`src/rtl/hp_irq_pkg.sv`:
```
package hp_irq_pkg;
  localparam int EVT_W  = 5;
  localparam int DIS_W  = 8;
  localparam int LOC_W  = 32;
  localparam int CMD_BIT = 0;

  localparam logic [EVT_W-1:0] EV_PRESENCE  = 5'h01;
  localparam logic [EVT_W-1:0] EV_ISO_FAULT = 5'h02;
  localparam logic [EVT_W-1:0] EV_BUTTON    = 5'h04;
  localparam logic [EVT_W-1:0] EV_LATCH     = 5'h08;
  localparam logic [EVT_W-1:0] EV_CON_FAULT = 5'h10;
endpackage

```
`src/rtl/hp_slot_hit.sv`:
```
module hp_slot_hit
  import hp_irq_pkg::*;
(
  input  logic [EVT_W-1:0] latch_i,
  input  logic [DIS_W-1:0] dis_i,
  output logic             hit_o
);
  // only the low disable bits pair with event bits
  assign hit_o = |(latch_i & ~dis_i[EVT_W-1:0]);
endmodule

```
`src/rtl/hp_loc_build.sv`:
```
module hp_loc_build
  import hp_irq_pkg::*;
#(
  parameter int NUM_SLOTS = 8
) (
  input  logic [NUM_SLOTS*EVT_W-1:0] evt_latch_i,
  input  logic [NUM_SLOTS*DIS_W-1:0] evt_dis_i,
  input  logic                       cmd_done_i,
  input  logic                       cmd_irq_dis_i,
  output logic [LOC_W-1:0]           loc_o
);
  localparam int UNUSED_W = LOC_W - 1 - NUM_SLOTS;

  logic [NUM_SLOTS-1:0] hit;

  for (genvar s = 0; s < NUM_SLOTS; s++) begin : g_slot
    hp_slot_hit u_hit (
      .latch_i (evt_latch_i[s*EVT_W +: EVT_W]),
      .dis_i   (evt_dis_i[s*DIS_W +: DIS_W]),
      .hit_o   (hit[s])
    );
  end

  if (UNUSED_W > 0) begin : g_pad
    assign loc_o = {{UNUSED_W{1'b0}}, hit, cmd_done_i & ~cmd_irq_dis_i};
  end else begin : g_full
    assign loc_o = {hit, cmd_done_i & ~cmd_irq_dis_i};
  end
endmodule

```
`src/rtl/hp_irq_signal.sv`:
```
module hp_irq_signal (
  input  logic clk_i,
  input  logic rst_ni,
  input  logic pend_i,
  input  logic irq_dis_i,
  input  logic msi_en_i,
  input  logic restore_i,
  output logic level_o,
  output logic intx_o,
  output logic msi_o
);
  logic level_d;
  logic trk_q, level_q, intx_q, msi_q;

  assign level_d = pend_i & ~irq_dis_i;

  always_ff @(posedge clk_i or negedge rst_ni) begin
    if (!rst_ni) begin
      trk_q   <= 1'b0;
      level_q <= 1'b0;
      intx_q  <= 1'b0;
      msi_q   <= 1'b0;
    end else begin
      level_q <= level_d;
      intx_q  <= level_d & ~msi_en_i;
      // restore forgets the last requested level
      msi_q   <= msi_en_i & level_d & ~trk_q & ~restore_i;
      trk_q   <= restore_i ? 1'b0 : level_d;
    end
  end

  assign level_o = level_q;
  assign intx_o  = intx_q;
  assign msi_o   = msi_q;
endmodule

```
`src/rtl/hp_irq_locator.sv`:
```
module hp_irq_locator
  import hp_irq_pkg::*;
#(
  parameter int NUM_SLOTS = 8
) (
  input  logic                       clk_i,
  input  logic                       rst_ni,
  input  logic [NUM_SLOTS*EVT_W-1:0] evt_latch_i,
  input  logic [NUM_SLOTS*DIS_W-1:0] evt_dis_i,
  input  logic                       cmd_done_i,
  input  logic                       cmd_irq_dis_i,
  input  logic                       irq_dis_i,
  input  logic                       msi_en_i,
  input  logic                       restore_i,
  output logic [LOC_W-1:0]           locator_o,
  output logic                       level_o,
  output logic                       intx_o,
  output logic                       msi_o
);
  logic [LOC_W-1:0] loc_d, loc_q;

  hp_loc_build #(.NUM_SLOTS(NUM_SLOTS)) u_build (
    .evt_latch_i   (evt_latch_i),
    .evt_dis_i     (evt_dis_i),
    .cmd_done_i    (cmd_done_i),
    .cmd_irq_dis_i (cmd_irq_dis_i),
    .loc_o         (loc_d)
  );

  always_ff @(posedge clk_i or negedge rst_ni) begin
    if (!rst_ni) loc_q <= '0;
    else         loc_q <= loc_d;
  end

  hp_irq_signal u_sig (
    .clk_i     (clk_i),
    .rst_ni    (rst_ni),
    .pend_i    (|loc_d),
    .irq_dis_i (irq_dis_i),
    .msi_en_i  (msi_en_i),
    .restore_i (restore_i),
    .level_o   (level_o),
    .intx_o    (intx_o),
    .msi_o     (msi_o)
  );

  assign locator_o = loc_q;
endmodule

```
`config.mk`:
```
export PLATFORM = sky130hd
export DESIGN_NAME = hp_irq_locator
export DESIGN_NICKNAME = d
export VERILOG_FILES = /design/src/rtl/hp_irq_pkg.sv /design/src/rtl/hp_slot_hit.sv /design/src/rtl/hp_loc_build.sv /design/src/rtl/hp_irq_signal.sv /design/src/rtl/hp_irq_locator.sv
export SDC_FILE = /design/constraint.sdc
export NUM_CORES = 1
export LEC_CHECK = 0
export ABC_AREA = 1
export CELL_PAD_IN_SITES_DETAIL_PLACEMENT = 0
export CELL_PAD_IN_SITES_GLOBAL_PLACEMENT = 1
export CORE_UTILIZATION = 35
export CTS_CLUSTER_SIZE = 14
export DETAILED_ROUTE_END_ITERATION = 12
export DONT_BUFFER_PORTS = 1
export HOLD_SLACK_MARGIN = 0.12
export PLACE_DENSITY = 0.89
export SLEW_MARGIN = 40
export SYNTH_ARGS = -nofsm -noshare
export SYNTH_HDL_FRONTEND = slang
export SYNTH_SLANG_ARGS = --single-unit
```
`constraint.sdc`:
```
create_clock -name clk_i -period 0.8 [get_ports clk_i]
set_input_delay 0.08 -clock clk_i [delete_from_list [all_inputs] [get_ports clk_i]]
set_output_delay 0.08 -clock clk_i [all_outputs]
set_load 0.02 [all_outputs]
```
==> reports/summary.txt <==
Seq/Total Area, Yosys: 30.7%
Max-cap violations: 0
First-pass GRT wire length: 3080 µm
Largest net degree at the start of global routing: 14
PwrDens: 1300 nW/µm²
Fin worst setup slack: -5.57 ps
RSZ-0062 raised after global routing: true
WL/cell: 8.73 µm
Initial DRC count: 32
Non-Filler Instances: 225
Routability cong.: 0.686
Part of the cycle the worst path needs: 101%
DP Cell Count: 206
Peak VDD IR: 0.000373 V
Cell count after synthesis: 174
Post-DP HPWL: 1660 µm
Hold_buf cts: 18
Yosys warning count: 0
Die Span X: 57.1 µm
Worst-path clk slew: 70 ps
Core ar.: 2810 µm²
CTS tree: done
Worst Path Max Fanout: 1
Drc violations: 14
Initial Util: 37.8%
Final nets: 306
WP data required: 720 ps
Clk buf depth: 2
Leakage: 0.770 nW
Minimum clock period: 806 ps
H-Tree Depth: 1
Max_slew headroom: 61.3%
Critical path class: register to output pin
Run status: complete, but fails checks
Register bit total from synthesis: 13
Clock sinks: 13
Ant diodes: 0
Netlist cell types: 12
Die height: 57.1 µm
Crit. End Element: output pin
Slew @ Worst Pin: 579 ps
Cell row count: 19
Drt first pass iters: 7
Via total after detailed routing: 921
F_max: 1.24 GHz
Mapped Area: 1060 µm²
Grt ovf: 0
Max Slew Vio Count: 0
Min-Delay Path Class: input pin to register
GRT Util Overall: 12.3%
Inserted Clock Buffers: 3
Final Util: 43.0%
Total length of routed wires: 1970 µm
Final hold vios: 0
Tot Pwr: 1.56 mW
Worst-Skew Late Latency: 270 ps
Final hold slack: 20.7 ps
Startpoint Class: register
Port bufs: 0
Number of global-route vias before repair: 838
Area growth, synth to finish: 13.8%
Failing checks: DRC, setup timing
Reg2reg setup slack: 180 ps
Root Driver: clkbuf_4
Initial antenna violation count: 0
Average cell area after synthesis: 6.10 µm²
WP data arrival: 730 ps
Layout cells sized above 1: 12.9%
Clock skew: 1.93 ps
Final setup fails: 4
ANT nets after route: 0
Die ar.: 3260 µm²
Boundary pin count: 146
Via density: 4.09
through the flow:
stage | instance area [µm²] | worst slack [ps] | TNS [ps]
finish | 1210 | -5.57 | -12.5
global route | 1210 | -40.4 | -329
CTS | 1240 | -19.8 | -90.4
detailed placement | 1020 | -84.1 | -294
global placement | 1020 | -62.6 | -243
floorplan | 1140 | 33.2 | 0
logic make-up (layout without fill, tap and decap cells):
kind of cell | Yosys count | in the layout | share of synthesized area, %
AOI/OAI and AO/OA | 5 | 5 | 2.36
buffers and inverters | 73 | 71 | 34.0
DFF | 13 | 13 | 30.7
other | 1 | 23 | 0.353
and+or+nand+nor | 82 | 82 | 32.7
placed cells by master (no fill, tap or decap):
cell type      netlist  final
nand2_1             62     62
inv_1               50     50
conb_1               1     23
dlygate4sd3_1        0     14
nor2_2               8      8
nor2_1               7      7
dfrtp_2              0      7
dfrtp_1             13      6
o21ai_1              4      4
clkbuf_4             0      3
buf_4               23      3
nand2_2              2      2
nand3_2              2      2
o21ai_0              1      1
nand3_1              1      1
clkbuf_1             0      1
power by group:
| part | leakage [nW] | internal (mW) | switching, mW | total, mW |
|---|---|---|---|---|
| Combinational | 0.615 | 0.147 | 0.250 | 0.397 |
| Clock | 0.0150 | 0.193 | 0.194 | 0.387 |
| Sequential | 0.140 | 0.706 | 0.0732 | 0.780 |
area by class of cell:
cell class | instances | area (µm²)
clock buffer | 4 | 26.3
fill | 312 | 1600
inverter | 50 | 188
multi-input combinational | 110 | 458
sequential | 13 | 334
tap | 31 | 38.8
timing repair buffer | 17 | 163
path summary, 6_finish.rpt:
| check | startpoint | endpoint | cells after the start |
|---|---|---|---|
| setup / recovery | u_sig.level_o | level_o | 0 |
| hold / removal | evt_latch_i[28] | locator_o[6] | 4 |
| setup reg to reg | u_sig.trk_q | u_sig.msi_o | 3 |
| hold reg to reg | u_sig.trk_q | u_sig.msi_o | 3 |
| max in group asynchronous | rst_ni | locator_o[1] | 1 |
| min in group asynchronous | rst_ni | u_sig.trk_q | 1 |
cells in the mapped netlist:
cell type  instances  area (µm²)
o21ai_0            1        5.00
nand2_2            2        12.5
nand3_2            2        20.0
inv_1             50         188
buf_4             23         173
o21ai_1            4        20.0
conb_1             1        3.75
dfrtp_1           13         325
nor2_2             8        50.1
nor2_1             7        26.3
nand2_1           62         233
nand3_1            1        5.00
layer usage:
layer,up-vias,GRT usage [%],part of all wire [%]
li1,473,-,-
met1,379,11.0,34
met2,67,24.4,54
met3,2,4.99,11
met4,0,4.18,0.71
met5,-,0,0
flip-flops by register name, summed over array words and instances, names as in the netlist:
| name | count |
|---|---|
| locator_o | 9 |
| u_sig.intx_o | 1 |
| u_sig.level_o | 1 |
| u_sig.msi_o | 1 |
| u_sig.trk_q | 1 |
what timing repair did:
item                                    CTS  global route
pin swaps                                 0             2
endpoints found under the setup margin    8            16
resized for setup                         5             2
hold endpoints to repair                 26             6
buffers inserted                          0             1
Note: power is estimated with default switching activity, not from simulation.
